==> config.mk <==
export PLATFORM = sky130hd
export DESIGN_NAME = kp_io_ports
export DESIGN_NICKNAME = d
export VERILOG_FILES = /design/src/rtl/kp_io_pkg.sv /design/src/rtl/kp_io_decode.sv /design/src/rtl/kp_kbd_port.sv /design/src/rtl/kp_prn_port.sv /design/src/rtl/kp_io_ports.sv
export SDC_FILE = /design/constraint.sdc
export NUM_CORES = 1
export LEC_CHECK = 0
export BUFFER_PORTS_ARGS = -buffer_cell sky130_fd_sc_hd__buf_2
export CORE_MARGIN = 3
export CORE_UTILIZATION = 40
export DETAILED_ROUTE_END_ITERATION = 7
export PLACE_DENSITY = 0.89
export REMOVE_ABC_BUFFERS = 1
export SETUP_SLACK_MARGIN = 0.4
export SLEW_MARGIN = 25
export SYNTH_ARGS = -nofsm -noshare
export SYNTH_HDL_FRONTEND = slang
export SYNTH_SLANG_ARGS = --single-unit
==> constraint.sdc <==
create_clock -name clk -period 1.03 [get_ports clk]
set_input_delay 0.103 -clock clk [delete_from_list [all_inputs] [get_ports clk]]
set_output_delay 0.103 -clock clk [all_outputs]
set_load 0.005 [all_outputs]
==> src/rtl/kp_io_pkg.sv <==
package kp_io_pkg;

    typedef enum logic [1:0] {
        PORT_KSTAT = 2'd0,
        PORT_KDATA = 2'd1,
        PORT_PSTAT = 2'd2,
        PORT_PDATA = 2'd3
    } port_sel_e;

    localparam int NUM_PORTS = 4;

    typedef enum logic {
        KB_EMPTY = 1'b0,
        KB_HELD  = 1'b1
    } kb_state_e;

    typedef enum logic {
        PR_BUSY  = 1'b0,
        PR_READY = 1'b1
    } pr_state_e;

    typedef struct packed {
        logic kstat_rd;
        logic kdata_rd;
        logic pstat_rd;
        logic pdata_wr;
    } port_strobe_t;

endpackage

==> src/rtl/kp_io_decode.sv <==
module kp_io_decode
    import kp_io_pkg::*;
#(
    parameter int ADDR_W = 8
) (
    input  logic [ADDR_W-1:0] addr,
    input  logic              rd,
    input  logic              wr,
    output port_strobe_t      strb
);

    logic [NUM_PORTS-1:0] match;

    for (genvar i = 0; i < NUM_PORTS; i++) begin : g_match
        assign match[i] = (addr == ADDR_W'(i));
    end

    always_comb begin
        strb.kstat_rd = rd && match[PORT_KSTAT];
        strb.kdata_rd = rd && match[PORT_KDATA];
        strb.pstat_rd = rd && match[PORT_PSTAT];
        strb.pdata_wr = wr && match[PORT_PDATA];
    end

endmodule

==> src/rtl/kp_kbd_port.sv <==
module kp_kbd_port
    import kp_io_pkg::*;
#(
    parameter int CODE_W = 8
) (
    input  logic              clk,
    input  logic              rst_n,
    input  logic              key_strobe,
    input  logic [CODE_W-1:0] key_code,
    input  logic              data_rd,
    output logic              full,
    output logic [CODE_W-1:0] code
);

    kb_state_e state_q, state_d;

    always_ff @(posedge clk or negedge rst_n) begin
        if (!rst_n) state_q <= KB_EMPTY;
        else        state_q <= state_d;
    end

    always_comb begin
        state_d = state_q;
        unique case (state_q)
            KB_EMPTY: if (key_strobe) state_d = KB_HELD;
            KB_HELD:  if (!key_strobe && data_rd) state_d = KB_EMPTY;
            default:  state_d = KB_EMPTY;
        endcase
    end

    always_ff @(posedge clk or negedge rst_n) begin
        if (!rst_n)          code <= '0;
        else if (key_strobe) code <= key_code;
    end

    always_comb full = (state_q == KB_HELD);

endmodule

==> src/rtl/kp_prn_port.sv <==
module kp_prn_port
    import kp_io_pkg::*;
#(
    parameter int BYTE_W = 8
) (
    input  logic              clk,
    input  logic              rst_n,
    input  logic              ready_strobe,
    input  logic              data_wr,
    input  logic [BYTE_W-1:0] wbyte,
    output logic              idle,
    output logic [BYTE_W-1:0] out_byte,
    output logic              out_pulse
);

    pr_state_e state_q, state_d;

    always_ff @(posedge clk or negedge rst_n) begin
        if (!rst_n) state_q <= PR_READY;
        else        state_q <= state_d;
    end

    always_comb begin
        state_d = state_q;
        unique case (state_q)
            PR_READY: if (data_wr && !ready_strobe) state_d = PR_BUSY;
            PR_BUSY:  if (ready_strobe) state_d = PR_READY;
            default:  state_d = PR_READY;
        endcase
    end

    always_ff @(posedge clk or negedge rst_n) begin
        if (!rst_n) begin
            out_byte  <= '0;
            out_pulse <= 1'b0;
        end else begin
            out_pulse <= data_wr;
            if (data_wr) out_byte <= wbyte;
        end
    end

    always_comb idle = (state_q == PR_READY);

endmodule

==> src/rtl/kp_io_ports.sv <==
module kp_io_ports
    import kp_io_pkg::*;
#(
    parameter int ADDR_W = 8,
    parameter int DATA_W = 16,
    parameter int CODE_W = 8
) (
    input  logic              clk,
    input  logic              rst_n,
    input  logic [ADDR_W-1:0] io_addr,
    input  logic              io_rd,
    input  logic              io_wr,
    input  logic [DATA_W-1:0] io_wdata,
    output logic [DATA_W-1:0] io_rdata,
    input  logic              key_strobe,
    input  logic [CODE_W-1:0] key_code,
    input  logic              prn_ready,
    output logic [CODE_W-1:0] prn_data,
    output logic              prn_pulse
);

    localparam int PAD_W  = DATA_W - CODE_W;
    localparam int FLAG_W = DATA_W - 1;

    port_strobe_t      strb;
    logic              kbd_full;
    logic [CODE_W-1:0] kbd_code;
    logic              prn_idle;

    kp_io_decode #(.ADDR_W(ADDR_W)) u_dec (
        .addr (io_addr),
        .rd   (io_rd),
        .wr   (io_wr),
        .strb (strb)
    );

    kp_kbd_port #(.CODE_W(CODE_W)) u_kbd (
        .clk        (clk),
        .rst_n      (rst_n),
        .key_strobe (key_strobe),
        .key_code   (key_code),
        .data_rd    (strb.kdata_rd),
        .full       (kbd_full),
        .code       (kbd_code)
    );

    kp_prn_port #(.BYTE_W(CODE_W)) u_prn (
        .clk          (clk),
        .rst_n        (rst_n),
        .ready_strobe (prn_ready),
        .data_wr      (strb.pdata_wr),
        .wbyte        (io_wdata[CODE_W-1:0]),
        .idle         (prn_idle),
        .out_byte     (prn_data),
        .out_pulse    (prn_pulse)
    );

    always_comb begin
        io_rdata = '0;
        if (strb.kstat_rd) io_rdata = {{FLAG_W{1'b0}}, kbd_full};
        if (strb.kdata_rd) io_rdata = {{PAD_W{1'b0}}, kbd_code};
        if (strb.pstat_rd) io_rdata = {{FLAG_W{1'b0}}, prn_idle};
    end

endmodule

Yosys cells after proc, flatten, opt, wreduce, memory -nomap -nowiden --
Cells that the tools add are included. Widths: inputs -> output; s select.
Operators by class: bitwise logic cells 2, divide/modulo/power cells 0, reductions and logical operators 9, $lt $le $gt $ge 0, muxes and demuxes 9, equal/unequal tests 3, add/subtract/negate cells 0, multiply operators 0, shifts and indexed selects 0
Operator list (count):
- $mux 16 | 2
- $eq 8x2->1 const B | 2
- $eq 8x1->1 const B | 1
- $logic_not 8->1 | 1
- $logic_and 1x1->1 | 6
- $mux 1 | 5
- $pmux 1 s2 | 2
- $logic_not 1->1 | 2
- $not 1->1 | 2
Storage, ports and cells: register bits after elaboration 19, word-level logic and storage cells 28, bits in read-only memories 0, bits in latches 0, memories kept 0, input bits 38, bits in writable memories 0

Logic depth before layout (Yosys ltp) --
word-level depth 5, depth in mapped cells 4, depth with buffers taken out 3

Hierarchy --
A second synthesis with hierarchy kept.
Unflattened totals: cell total of the unflattened synthesis 70, area, all modules 970.9 sq um
By module, submodules not included:
- kp_prn_port | sequential area each 251.5 sq um, area each 394.1 sq um, cells each 21, instances 1
- kp_kbd_port | sequential area each 225.2 sq um, area each 369.1 sq um, cells each 20, instances 1
- kp_io_ports | sequential area each 0.0 sq um, area each 145.1 sq um, cells each 21, instances 1
- kp_io_decode | sequential area each 0.0 sq um, area each 62.6 sq um, cells each 8, instances 1

Worst setup path after synthesis --
No wires, ideal clock.
path kind in2reg, start in io_addr[5], end reg u_prn.out_byte[0], arrival 1.038 ns, buffers on the path 1, stages on the path 4, setup slack -0.133 ns, cell sequence nor4_4 -> and3_1 -> buf_6 -> mux2_2
On the way: cells in the longest elaborated chain, start to end 2
Ends and longest elaborated chain:
- from (decl) | line kp_io_ports.sv:10 | input logic [ADDR_W-1:0] io_addr,
- $eq 8x2->1 | line kp_io_decode.sv:15 | assign match[i] = (addr == ADDR_W'(i));
- $logic_and 1x1->1 | line kp_io_decode.sv:22 | strb.pdata_wr = wr && match[PORT_PDATA];
- to (signal assigned) | line kp_prn_port.sv:38 | if (data_wr) out_byte <= wbyte;
- to (decl) | line kp_prn_port.sv:12 | output logic [BYTE_W-1:0] out_byte,
No other way between the ends. A chain may end at the register's enable or synchronous reset.

Worst setup path in the final report --
start reg u_prn.state_q, in the netlist u_prn.idle, end out io_rdata[0]
On the way: cells in the longest elaborated chain, start to end 1
Ends and longest elaborated chain:
- from (decl) | line kp_prn_port.sv:16 | pr_state_e state_q, state_d;
- from (signal assigned) | line kp_prn_port.sv:20 | else state_q <= state_d;
- $mux 16 | line kp_io_ports.sv:62 | if (strb.pstat_rd) io_rdata = {{FLAG_W{1'b0}}, prn_idle};
- to (decl) | line kp_io_ports.sv:14 | output logic [DATA_W-1:0] io_rdata,
No other way between the ends.

==> metrics.txt <==
Synth Area in Simple Gates 13.3%; sequential area share after synthesis 52.8%; largest net degree at the start of global routing 20; maximum capacitance violations 0; CP Data Arrival Time 1.26 ns; DRC violations left 0; Core Box Area 2040 um^2; largest family of logic cells by synthesized area multiplexers; Synth Register Bits 19; Final nets 176; antenna violations before repair 0; fin crit share 132%; CP Capture Type output port; post-synth cell types 20; Area growth, synth to finish 60.1%; PD cells 994 nW/um^2; die area 2860 um^2; global-route wire length before repair 3310 um; Num CTS Buffers 3; H-tree levels 1; DR iter-0 viols 5; biggest area consumer among synthesized cells dfrtp_1; post-synth top area share 49.9%; average wire per standard cell 15.0 um; Power Total 1.44 mW; final number of setup-violating endpoints 16; post-route setup slack -0.331 ns; R2R Setup Slk 0.06 ns; buffers added on ports 46; Post-Synth XOR/XNOR Area 0%; grt ovf 0; Die X-Extent 53.5 um; RSZ-0062 raised after global routing true; CTS tree yes; Hold Path Class in2async; Routed WL 2470 um; ANT cells 0; critical-path maximum fanout 2; vias in the first global route 774; Initial Utilization 44.2%; final hold slack -0.266 ns; pre-CTS WS -0.329 ns; worst ir drop on vdd 0.682 mV; drt pass-1 iters 4; CTS clock-pin slew for the worst setup and hold paths 0.11 ns; Final Slew Violations 0; adder-cell area share of the yosys netlist 0%; clock skew 0 ns; Mean Syn Cell Area 12.5 um^2; R2R cell count 4; LEAKAGE 0.818 nW; mux cell area share after synthesis 21.2%; Peak Freq 735 MHz; synth top area cells dfrtp_1 (50%), mux2_2 (21%), buf_4 (6.6%); TritonCTS Sinks 19; Root Buffer Master clkbuf_4; IO Count 63; startpoint class of the critical path flop; Synth Area in Compound Gates 2.22%; deepest clock path buffer count 2; Syn Inst Count 72; vias per cell 4.69; Period minus WS final 1.36 ns; row count 16; Vias 769; dpl hpwl 1600 um; status finished, violations left; critical path class reg2out; share of cells above drive strength 1 70.8%; GR Util All Layers 16.4%; failing checks negative hold slack, negative setup slack; clk_lat worst skew 0.29 ns; Final Hold Fails 18; Yosys warnings 0; Fillers 131; critical path required time 0.93 ns; Post-Synthesis Cell Area 903 um^2; Antenna Violating Nets Remaining 0; die height 53.5 um; gpl congestion 0.588
worst max-delay path: stages, from the launching register on:
cell,delay (ns)
dfstp_2,0.55
mux2_4,0.14
nand2_2,0.05
a21oi_2,0.12
buf_2,0.12
final cells by class:
type                            instances  area [um^2]  share of cell area (%)
Sequential cell                        19          477                    33.0
Multi-Input combinational cell         46          453                    31.3
Timing Repair Buffer                   65          445                    30.8
Tap cell                               27         33.8                    2.34
Clock buffer                            4         26.3                    1.82
Inverter                                3         11.3                   0.779
timing repair:
item / 4_1_cts / 5_1_grt
gates resized for setup: 28 / 13
endpoints found under the setup margin: 35 / 36
pin swaps: 13 / 9
hold endpoints to repair: 18 / 18
setup buffers: 5 / 6
stage by stage:
step                TNS, ns  util (%)  hold WS, ns  std cells  cell area, um^2
floorplan             -1.73         -       -0.193         68              850
global placement      -3.94      57.5       0.0528        149             1170
detailed placement    -4.57      57.5       0.0677        149             1170
CTS                   -1.65      65.9       -0.256        158             1350
global route          -2.65      70.8       -0.249        164             1450
finish                -2.49      70.8       -0.266        164             1450
metal layers:
| layer | routed length, um | vias to the layer above | GRT usage (%) |
|---|---|---|---|
| li1 | - | 354 | - |
| met1 | 955 | 374 | 19.1 |
| met2 | 1310 | 37 | 28.0 |
| met3 | 156 | 4 | 2.82 |
| met4 | 41 | 0 | 9.36 |
| met5 | 0 | - | 0 |
kinds of logic after synthesis:
family / Yosys count
AND/OR/NAND/NOR: 18
multiplexers: 17
AO/OA/AOI/OAI: 3
flip-flops: 19
other: 1
buffers and inverters: 14
power by group:
part | internal [mW] | switching [mW] | total, mW
sequential | 0.792 | 0.0244 | 0.817
clock | 0.150 | 0.222 | 0.373
combinational | 0.153 | 0.0950 | 0.248
total | 1.10 | 0.342 | 1.44
path summary, 6_finish.rpt:
check	start	to
worst min-delay path	rst_n	u_kbd.code[7]$_DFFE_PN0P_
worst min register to register	u_kbd.code[3]$_DFFE_PN0P_	u_kbd.code[3]$_DFFE_PN0P_
worst max register to register	u_prn.idle$_DFF_PN1_	u_prn.idle$_DFF_PN1_
max in group asynchronous	rst_n	u_prn.idle$_DFF_PN1_
worst max-delay path	u_prn.idle$_DFF_PN1_	io_rdata[0]
min in group clk	prn_ready	u_prn.idle$_DFF_PN1_
registers in the layout (all words and copies together) (netlist names):
register,flops
u_kbd.code,8
u_prn.out_byte,8
u_kbd.full,1
u_prn.idle,1
u_prn.out_pulse,1
cells in the final DEF (no fill, tap or decap), types with 2 or more instances in the layout:
cell / netlist / final
and2_4: 0 / 6
buf_2: 1 / 38
buf_4: 8 / 14
buf_6: 1 / 12
clkbuf_4: 0 / 3
conb_1: 1 / 8
dfrtp_1: 18 / 18
inv_1: 3 / 3
mux2_4: 0 / 17
nor2_1: 2 / 2
o21bai_1: 2 / 2
cells in the mapped netlist:
cell type,instances
nand4_1,1
dfrtp_1,18
conb_1,1
inv_1,3
nand2_1,2
nor2b_1,1
a21oi_1,1
nor2_1,2
and4_2,1
mux2_2,17
buf_6,1
buf_4,8
buf_2,1
nor4_4,1
dfstp_2,1
and2_1,7
o21bai_1,2
clkbuf_1,1
and3_1,2
nand3_1,1
Note: power is estimated with default switching activity, not from simulation.
